--- config.mk ---
export PLATFORM = sky130hd
export DESIGN_NAME = hpw_walker
export DESIGN_NICKNAME = d
export VERILOG_FILES = /design/src/rtl/hpw_pkg.sv /design/src/rtl/hpw_hash_gen.sv /design/src/rtl/hpw_entry_match.sv /design/src/rtl/hpw_perm_unit.sv /design/src/rtl/hpw_walker.sv
export SDC_FILE = /design/constraint.sdc
export NUM_CORES = 1
export LEC_CHECK = 0
export ABC_AREA = 1
export BUFFER_PORTS_ARGS = -buffer_cell sky130_fd_sc_hd__clkbuf_2
export CAP_MARGIN = 20
export CORE_AREA = 2 2 188 190
export CTS_CLUSTER_DIAMETER = 80
export DETAILED_ROUTE_END_ITERATION = 16
export DIE_AREA = 0 0 190 192
export HOLD_SLACK_MARGIN = 0.06
export PLACE_DENSITY = 0.81
export SLEW_MARGIN = 20
export SYNTH_ARGS = -nofsm -noshare
export SYNTH_HDL_FRONTEND = slang
export SYNTH_HIERARCHICAL = 1
export SYNTH_SLANG_ARGS = --single-unit
--- constraint.sdc ---
create_clock -name clk -period 3.5 [get_ports clk]
set_clock_uncertainty 0.15 [all_clocks]
set_input_delay 0 -clock clk [delete_from_list [all_inputs] [get_ports clk]]
set_output_delay 0 -clock clk [all_outputs]
set_load 0.005 [all_outputs]
--- src/rtl/hpw_pkg.sv ---
package hpw_pkg;
    localparam int WORD_W       = 32;
    localparam int WORD_BYTES   = WORD_W / 8;
    localparam int ENTRY_BYTES  = 2 * WORD_BYTES;
    localparam int ENTRY_SHIFT  = $clog2(ENTRY_BYTES);
    localparam int VSID_W       = 24;
    localparam int PAGE_BITS    = 12;
    localparam int PG_IDX_W     = 16;
    localparam int API_W        = 6;
    localparam int TAG_W        = VSID_W + API_W;
    localparam int EA_KEEP_W    = PAGE_BITS + PG_IDX_W;
    localparam int RPN_W        = WORD_W - PAGE_BITS;

    // segment value fields
    localparam int SEG_NX_BIT   = 28;
    localparam int SEG_KUSR_BIT = 29;
    localparam int SEG_KSUP_BIT = 30;

    // entry word fields
    localparam int W0_VALID_BIT = 31;
    localparam int W0_HSEL_BIT  = 6;
    localparam int W1_REF_BIT   = 8;
    localparam int W1_CHG_BIT   = 7;
    localparam int PP_W         = 2;

    // status byte positions within an entry (big-endian word 1)
    localparam int REF_BYTE_OFS = 6;
    localparam int CHG_BYTE_OFS = 7;

    typedef struct packed {
        logic rd;
        logic wr;
        logic ex;
    } perm_t;

    typedef enum logic [2:0] {
        ST_IDLE,
        ST_RD0,
        ST_RD1,
        ST_CHK,
        ST_WR_R,
        ST_WR_C,
        ST_FIN
    } walk_st_e;

    function automatic perm_t pp_decode(input logic key, input logic [PP_W-1:0] pp,
                                        input logic nx);
        perm_t p;
        p.ex = !nx;
        if (!key) begin
            p.rd = 1'b1;
            p.wr = (pp != 2'd3);
        end else begin
            p.rd = (pp != 2'd0);
            p.wr = (pp == 2'd2);
        end
        return p;
    endfunction
endpackage

--- src/rtl/hpw_hash_gen.sv ---
module hpw_hash_gen
    import hpw_pkg::*;
#(
    parameter int GROUP_ENTRIES = 8,
    localparam int IDX_W = $clog2(GROUP_ENTRIES)
) (
    input  logic [VSID_W-1:0]   vsid,
    input  logic [PG_IDX_W-1:0] pg_idx,
    input  logic [WORD_W-1:0]   base,
    input  logic [WORD_W-1:0]   mask,
    input  logic                sec_pass,
    input  logic [IDX_W-1:0]    slot,
    output logic [WORD_W-1:0]   entry_off,
    output logic [WORD_W-1:0]   w0_addr,
    output logic [WORD_W-1:0]   w1_addr,
    output logic [TAG_W-1:0]    tag
);
    localparam int GROUP_SHIFT = $clog2(GROUP_ENTRIES * ENTRY_BYTES);

    logic [WORD_W-1:0] hash;
    logic [WORD_W-1:0] hash_sel;
    logic [WORD_W-1:0] grp_off;

    always_comb begin
        hash      = WORD_W'(vsid) ^ WORD_W'(pg_idx);
        hash_sel  = sec_pass ? ~hash : hash;
        grp_off   = (hash_sel << GROUP_SHIFT) & mask;
        entry_off = grp_off + (WORD_W'(slot) << ENTRY_SHIFT);
        w0_addr   = base + entry_off;
        w1_addr   = w0_addr + WORD_W'(WORD_BYTES);
        tag       = {vsid, pg_idx[PG_IDX_W-1 -: API_W]};
    end
endmodule

--- src/rtl/hpw_entry_match.sv ---
module hpw_entry_match
    import hpw_pkg::*;
(
    input  logic [WORD_W-1:0] w0,
    input  logic [TAG_W-1:0]  tag,
    input  logic              sec_pass,
    output logic              hit
);
    logic [TAG_W-1:0] w0_tag;

    always_comb begin
        w0_tag = {w0[W0_VALID_BIT-1:W0_HSEL_BIT+1], w0[W0_HSEL_BIT-1:0]};
        hit    = w0[W0_VALID_BIT] && (w0[W0_HSEL_BIT] == sec_pass) && (w0_tag == tag);
    end
endmodule

--- src/rtl/hpw_perm_unit.sv ---
module hpw_perm_unit
    import hpw_pkg::*;
(
    input  logic            key_usr,
    input  logic            key_sup,
    input  logic            no_exec,
    input  logic            user,
    input  logic            is_store,
    input  logic [PP_W-1:0] pp,
    input  logic            chg,
    output perm_t           granted,
    output logic            denied
);
    logic  key;
    perm_t raw;

    always_comb begin
        key     = user ? key_usr : key_sup;
        raw     = pp_decode(key, pp, no_exec);
        denied  = is_store ? !raw.wr : !raw.rd;
        granted = raw;
        // an unchanged page stays non-writable for loads so a later store returns here
        if (!chg && !is_store) begin
            granted.wr = 1'b0;
        end
    end
endmodule

--- src/rtl/hpw_walker.sv ---
module hpw_walker
    import hpw_pkg::*;
#(
    parameter int GROUP_ENTRIES = 8,
    localparam int IDX_W = $clog2(GROUP_ENTRIES)
) (
    input  logic                clk,
    input  logic                rst,
    input  logic                start,
    input  logic [WORD_W-1:0]   seg_reg,
    input  logic [WORD_W-1:0]   eff_addr,
    input  logic                is_store,
    input  logic                user_mode,
    input  logic [WORD_W-1:0]   tbl_base,
    input  logic [WORD_W-1:0]   tbl_mask,
    output logic                rd_req,
    output logic [WORD_W-1:0]   rd_addr,
    input  logic                rd_ready,
    input  logic [WORD_W-1:0]   rd_data,
    output logic                wr_en,
    output logic [WORD_W-1:0]   wr_addr,
    output logic [7:0]          wr_data,
    output logic                busy,
    output logic                done,
    output logic                found,
    output logic                denied,
    output logic [WORD_W-1:0]   entry_w0,
    output logic [WORD_W-1:0]   entry_w1,
    output logic [WORD_W-1:0]   entry_off,
    output logic [WORD_W-1:0]   real_addr,
    output logic                perm_r,
    output logic                perm_w,
    output logic                perm_x
);
    localparam logic [IDX_W-1:0] LAST_SLOT = IDX_W'(GROUP_ENTRIES - 1);

    walk_st_e               state;
    logic [VSID_W-1:0]      vsid_q;
    logic                   nx_q, kusr_q, ksup_q;
    logic [EA_KEEP_W-1:0]   ea_q;
    logic                   store_q, user_q;
    logic [WORD_W-1:0]      base_q, mask_q;
    logic                   pass_q;
    logic [IDX_W-1:0]       slot_q;
    logic [WORD_W-1:0]      w0_q, w1_q, off_q;
    logic                   found_q, denied_q;
    perm_t                  perm_q;

    logic [WORD_W-1:0]      cur_off, cur_w0_addr, cur_w1_addr;
    logic [TAG_W-1:0]       cur_tag;
    logic                   slot_hit;
    perm_t                  pu_perm;
    logic                   pu_denied;
    logic                   need_ref, need_chg;

    logic [4:0]             unused_seg;
    logic [3:0]             unused_ea;
    assign unused_seg = {seg_reg[31], seg_reg[27:24]};
    assign unused_ea  = eff_addr[WORD_W-1:EA_KEEP_W];

    hpw_hash_gen #(.GROUP_ENTRIES(GROUP_ENTRIES)) u_hash (
        .vsid      (vsid_q),
        .pg_idx    (ea_q[EA_KEEP_W-1:PAGE_BITS]),
        .base      (base_q),
        .mask      (mask_q),
        .sec_pass  (pass_q),
        .slot      (slot_q),
        .entry_off (cur_off),
        .w0_addr   (cur_w0_addr),
        .w1_addr   (cur_w1_addr),
        .tag       (cur_tag)
    );

    hpw_entry_match u_match (
        .w0       (rd_data),
        .tag      (cur_tag),
        .sec_pass (pass_q),
        .hit      (slot_hit)
    );

    hpw_perm_unit u_perm (
        .key_usr  (kusr_q),
        .key_sup  (ksup_q),
        .no_exec  (nx_q),
        .user     (user_q),
        .is_store (store_q),
        .pp       (w1_q[PP_W-1:0]),
        .chg      (w1_q[W1_CHG_BIT]),
        .granted  (pu_perm),
        .denied   (pu_denied)
    );

    assign need_ref = !w1_q[W1_REF_BIT];
    assign need_chg = store_q && !w1_q[W1_CHG_BIT];

    always_ff @(posedge clk) begin
        if (rst) begin
            state    <= ST_IDLE;
            vsid_q   <= '0;
            nx_q     <= 1'b0;
            kusr_q   <= 1'b0;
            ksup_q   <= 1'b0;
            ea_q     <= '0;
            store_q  <= 1'b0;
            user_q   <= 1'b0;
            base_q   <= '0;
            mask_q   <= '0;
            pass_q   <= 1'b0;
            slot_q   <= '0;
            w0_q     <= '0;
            w1_q     <= '0;
            off_q    <= '0;
            found_q  <= 1'b0;
            denied_q <= 1'b0;
            perm_q   <= '0;
        end else begin
            unique case (state)
                ST_IDLE: begin
                    if (start) begin
                        vsid_q   <= seg_reg[VSID_W-1:0];
                        nx_q     <= seg_reg[SEG_NX_BIT];
                        kusr_q   <= seg_reg[SEG_KUSR_BIT];
                        ksup_q   <= seg_reg[SEG_KSUP_BIT];
                        ea_q     <= eff_addr[EA_KEEP_W-1:0];
                        store_q  <= is_store;
                        user_q   <= user_mode;
                        base_q   <= tbl_base;
                        mask_q   <= tbl_mask;
                        pass_q   <= 1'b0;
                        slot_q   <= '0;
                        w0_q     <= '0;
                        w1_q     <= '0;
                        off_q    <= '0;
                        found_q  <= 1'b0;
                        denied_q <= 1'b0;
                        perm_q   <= '0;
                        state    <= ST_RD0;
                    end
                end
                ST_RD0: begin
                    if (rd_ready) begin
                        if (slot_hit) begin
                            w0_q  <= rd_data;
                            off_q <= cur_off;
                            state <= ST_RD1;
                        end else if (slot_q == LAST_SLOT) begin
                            slot_q <= '0;
                            if (!pass_q) begin
                                pass_q <= 1'b1;
                            end else begin
                                state <= ST_FIN;
                            end
                        end else begin
                            slot_q <= slot_q + 1'b1;
                        end
                    end
                end
                ST_RD1: begin
                    if (rd_ready) begin
                        w1_q  <= rd_data;
                        state <= ST_CHK;
                    end
                end
                ST_CHK: begin
                    found_q  <= 1'b1;
                    perm_q   <= pu_perm;
                    denied_q <= pu_denied;
                    if (pu_denied) begin
                        state <= ST_FIN;
                    end else if (need_ref) begin
                        state <= ST_WR_R;
                    end else if (need_chg) begin
                        state <= ST_WR_C;
                    end else begin
                        state <= ST_FIN;
                    end
                end
                ST_WR_R: state <= need_chg ? ST_WR_C : ST_FIN;
                ST_WR_C: state <= ST_FIN;
                ST_FIN:  state <= ST_IDLE;
                default: state <= ST_IDLE;
            endcase
        end
    end

    always_comb begin
        rd_req  = (state == ST_RD0) || (state == ST_RD1);
        rd_addr = (state == ST_RD1) ? cur_w1_addr : cur_w0_addr;
        wr_en   = (state == ST_WR_R) || (state == ST_WR_C);
        if (state == ST_WR_C) begin
            wr_addr = base_q + off_q + WORD_W'(CHG_BYTE_OFS);
            wr_data = w1_q[7:0] | 8'h80;
        end else begin
            wr_addr = base_q + off_q + WORD_W'(REF_BYTE_OFS);
            wr_data = w1_q[15:8] | 8'h01;
        end
    end

    assign busy      = (state != ST_IDLE);
    assign done      = (state == ST_FIN);
    assign found     = found_q;
    assign denied    = denied_q;
    assign entry_w0  = w0_q;
    assign entry_w1  = w1_q;
    assign entry_off = off_q;
    assign real_addr = {w1_q[WORD_W-1 -: RPN_W], ea_q[PAGE_BITS-1:0]};
    assign perm_r    = perm_q.rd;
    assign perm_w    = perm_q.wr;
    assign perm_x    = perm_q.ex;
endmodule

==> PnR_summary.wiki <==
{| class="wikitable"
! Metric !! Value
|-
| Post-Place Setup Slack || 0.136 ns
|-
| Setup-failing EPs final || 22
|-
| Mean instance size in the synthesized netlist || 5.88 µm²
|-
| Sum of routed wire length over all layers || 70.9 mm
|-
| Initial DRT Pass Iterations || 6
|-
| Max-slew violation count || 0
|-
| Number of buffers inserted during clock tree synthesis || 26
|-
| CP cell instances || xnor2_2 > xor2_4 > nor2_4 > ha_4 > nand2_4 > nor2_4 > nand2_4 > nand2_4 > xor2_4 > and2b_4 > nand4_1 > nor2_4 > xor2_1 > inv_1 > nand2_1 > nand2_1 > clkbuf_2
|-
| Post-layout net count || 3,639
|-
| Data arrival time of the critical path || 3.90 ns
|-
| Required time of the critical path || 3.35 ns
|-
| Final HPWL from detailed placement || 43.8 mm
|-
| Ys Warns || 6
|-
| Initial core utilization || 49.1%
|-
| Clock root buffer || sky130_fd_sc_hd__clkbuf_16
|-
| Leakage || 11.7 nW
|-
| Vias || 21,316
|-
| Remaining global-route overflow || 0
|-
| Fmax || 0.247 GHz
|-
| Smallest setup slack after layout || -0.548 ns
|-
| TritonCTS clock tree || yes
|-
| Antenna violations before repair || 0
|-
| Via/cell ratio || 5.49
|-
| Top Ports || 375
|-
| Core area || 0.0343 mm²
|-
| Die span in y || 192 µm
|-
| Cell row count || 68
|-
| Peak VDD IR || 635 µV
|-
| Number of filler instances in the final layout || 2,547
|-
| Clock insertion delay at the later pin of the skew report || 0.57 ns
|-
| Tmin final || 4.05 ns
|-
| Worst stage delay on the critical path || 0.33 ns
|-
| Maximum number of pins on one net before global-route repair || 82
|-
| Crit start category || register
|-
| Worst Hold Slack || 0.0709 ns
|-
| Number of clock sinks || 223
|-
| Number of instances in the synthesized netlist || 2,864
|-
| Total standard cell area after synthesis || 0.0168 mm²
|-
| Area Overhead vs Synth || 44.2%
|-
| Slew Limit Headroom || 31.2%
|-
| Result of the run || finished with violations
|-
| Final Hold Vio Count || 0
|-
| Maximum buffer depth of the clock tree || 3
|-
| Via count of the first global-routing pass || 19,899
|-
| Clock slew at reported path FFs || 0.06 ns
|-
| Clock H-tree levels || 1
|-
| Area post-placement || 0.0186 mm²
|-
| Fraction of final layout cells with drive strength greater than 1 || 28.8%
|-
| Violated checks || setup timing
|-
| Max Cap Violations || 0
|-
| Die Width || 190 µm
|-
| Maximum fanout encountered on the critical timing path || 6
|-
| Worst min-delay path category || primary input to register
|-
| Final weighted congestion in routability-driven placement || 0.961
|-
| Global-route usage over all layers || 35.3%
|-
| Share of the cycle needed by the critical path after routing || 116%
|-
| Post-DRT Antenna Nets || 0
|-
| First-pass GRT wire length || 102 mm
|-
| Quantity of I/O buffers inserted on ports || 359
|-
| Total power after layout || 12.2 mW
|-
| Start-to-end type of the worst setup path || register to output port
|-
| Area of the die || 0.0365 mm²
|-
| Standard cell with the maximum stage delay on the critical path || sky130_fd_sc_hd__dfxtp_1
|-
| Avg WL per Cell || 18.3 µm
|-
| Initial DRC Count || 1,773
|-
| Fin area || 0.0243 mm²
|-
| Worst Max-Slew Pin Slew || 1.03 ns
|-
| Remaining routing DRC violations || 0
|-
| RSZ-0062 raised after global routing || true
|-
| Kind of end point of the critical path || output port
|-
| Cell Pwr Density || 502 mW/mm²
|}
cell usage in the layout, fill, tap and decap left out, types with 5 or more instances in the layout:
| master | n |
|---|---|
| sky130_fd_sc_hd__nand2_1 | 1061 |
| sky130_fd_sc_hd__clkbuf_2 | 349 |
| sky130_fd_sc_hd__inv_1 | 323 |
| sky130_fd_sc_hd__a21oi_1 | 248 |
| sky130_fd_sc_hd__dlygate4sd3_1 | 206 |
| sky130_fd_sc_hd__dfxtp_1 | 194 |
| sky130_fd_sc_hd__nor2_1 | 127 |
| sky130_fd_sc_hd__nand2_2 | 117 |
| sky130_fd_sc_hd__nand3_1 | 103 |
| sky130_fd_sc_hd__buf_4 | 95 |
| sky130_fd_sc_hd__nor2_4 | 64 |
| sky130_fd_sc_hd__inv_2 | 43 |
| sky130_fd_sc_hd__nand2_4 | 43 |
| sky130_fd_sc_hd__nor2_2 | 40 |
| sky130_fd_sc_hd__xor2_1 | 38 |
| sky130_fd_sc_hd__nand4_1 | 32 |
| sky130_fd_sc_hd__ha_1 | 32 |
| sky130_fd_sc_hd__nand3_2 | 28 |
| sky130_fd_sc_hd__clkbuf_16 | 26 |
| sky130_fd_sc_hd__ha_4 | 24 |
| sky130_fd_sc_hd__dfxtp_2 | 22 |
| sky130_fd_sc_hd__a21oi_2 | 14 |
| sky130_fd_sc_hd__o21ai_0 | 12 |
| sky130_fd_sc_hd__nand3_4 | 12 |
| sky130_fd_sc_hd__xor2_4 | 12 |
| sky130_fd_sc_hd__nor3_1 | 11 |
| sky130_fd_sc_hd__xnor2_1 | 10 |
| sky130_fd_sc_hd__xnor2_4 | 10 |
| sky130_fd_sc_hd__ha_2 | 9 |
| sky130_fd_sc_hd__buf_2 | 9 |
| sky130_fd_sc_hd__xnor2_2 | 8 |
| sky130_fd_sc_hd__xor2_2 | 8 |
| sky130_fd_sc_hd__nand3b_1 | 7 |
| sky130_fd_sc_hd__dfxtp_4 | 7 |
| sky130_fd_sc_hd__clkbuf_1 | 7 |
| sky130_fd_sc_hd__buf_6 | 6 |
| sky130_fd_sc_hd__inv_4 | 5 |
| sky130_fd_sc_hd__clkinv_2 | 5 |
per-stage QoR:
stage | setup TNS (ns) | instances | utilization (%)
after detailed placement | 0 | 3557 | 54.3
after floorplan | 0 | 2866 | -
final | -6.44 | 3881 | 70.7
after global placement | 0 | 3557 | 54.3
after global routing | -9.33 | 3880 | 70.7
after CTS | -1.06 | 3859 | 67.7
critical path, delay by kind of cell (launching register included):
kind | cells | cell delay, ns
XOR/XNOR | 4 | 1.04
adder cells (fa/ha/maj) | 1 | 0.33
buffers and inverters | 2 | 0.20
flip-flops | 1 | 0.33
AND/OR/NAND/NOR | 10 | 1.40
final timing paths:
path	to	slack (ns)	cells past startpoint	startpoint
max	rd_addr[13]	-0.55	17	vsid_q[1]$_SDFFE_PP0P_
min	ea_q[19]$_SDFFE_PP0P_	0.07	4	eff_addr[19]
max reg2reg	base_q[21]$_SDFFE_PP0P_	0.27	10	state[0]$_SDFFE_PP0P_
min reg2reg	mask_q[27]$_SDFFE_PP0P_	0.31	2	mask_q[27]$_SDFFE_PP0P_
layout make-up:
class                           count  area [µm²]  area share, %
Tap cell                          455         569           2.35
Clock buffer                       36         718           2.96
Clock inverter                     11         100          0.413
Inverter                          373        1410           5.83
Antenna cell                        1        2.50         0.0103
Timing Repair Buffer              670        4740           19.6
Sequential cell                   223        4520           18.6
Multi-Input combinational cell   2112       12200           50.3
metal layers:
layer  up-vias  wire [µm]  global-route usage [%]
li1       9835          -                       -
met3       434       6150                    5.13
met5         -          0                       0
met4         0       6040                    24.5
met2      1395      33500                    62.2
met1      9652      25300                    39.2
where the power goes:
part	total [mW]	switching (mW)	internal, mW
sequential	3.34	0.442	2.89
combinational	6.20	3.90	2.29
clock	2.65	1.20	1.45
timing repair:
item,in CTS,in global routing
hold endpoints to repair,215,0
pin swaps,136,136
hold buffers,206,0
gates resized for setup,320,224
cloned,2,0
setup buffers,52,23
endpoints found under the setup margin,41,42
registers in the layout (all words and copies together) (netlist names), 3 cells and up:
register	count
base_q	32
ea_q	28
entry_off	32
entry_w0	32
entry_w1	32
mask_q	26
slot_q	3
state	3
vsid_q	24
No activity file was read; power rests on OpenSTA's default activity.
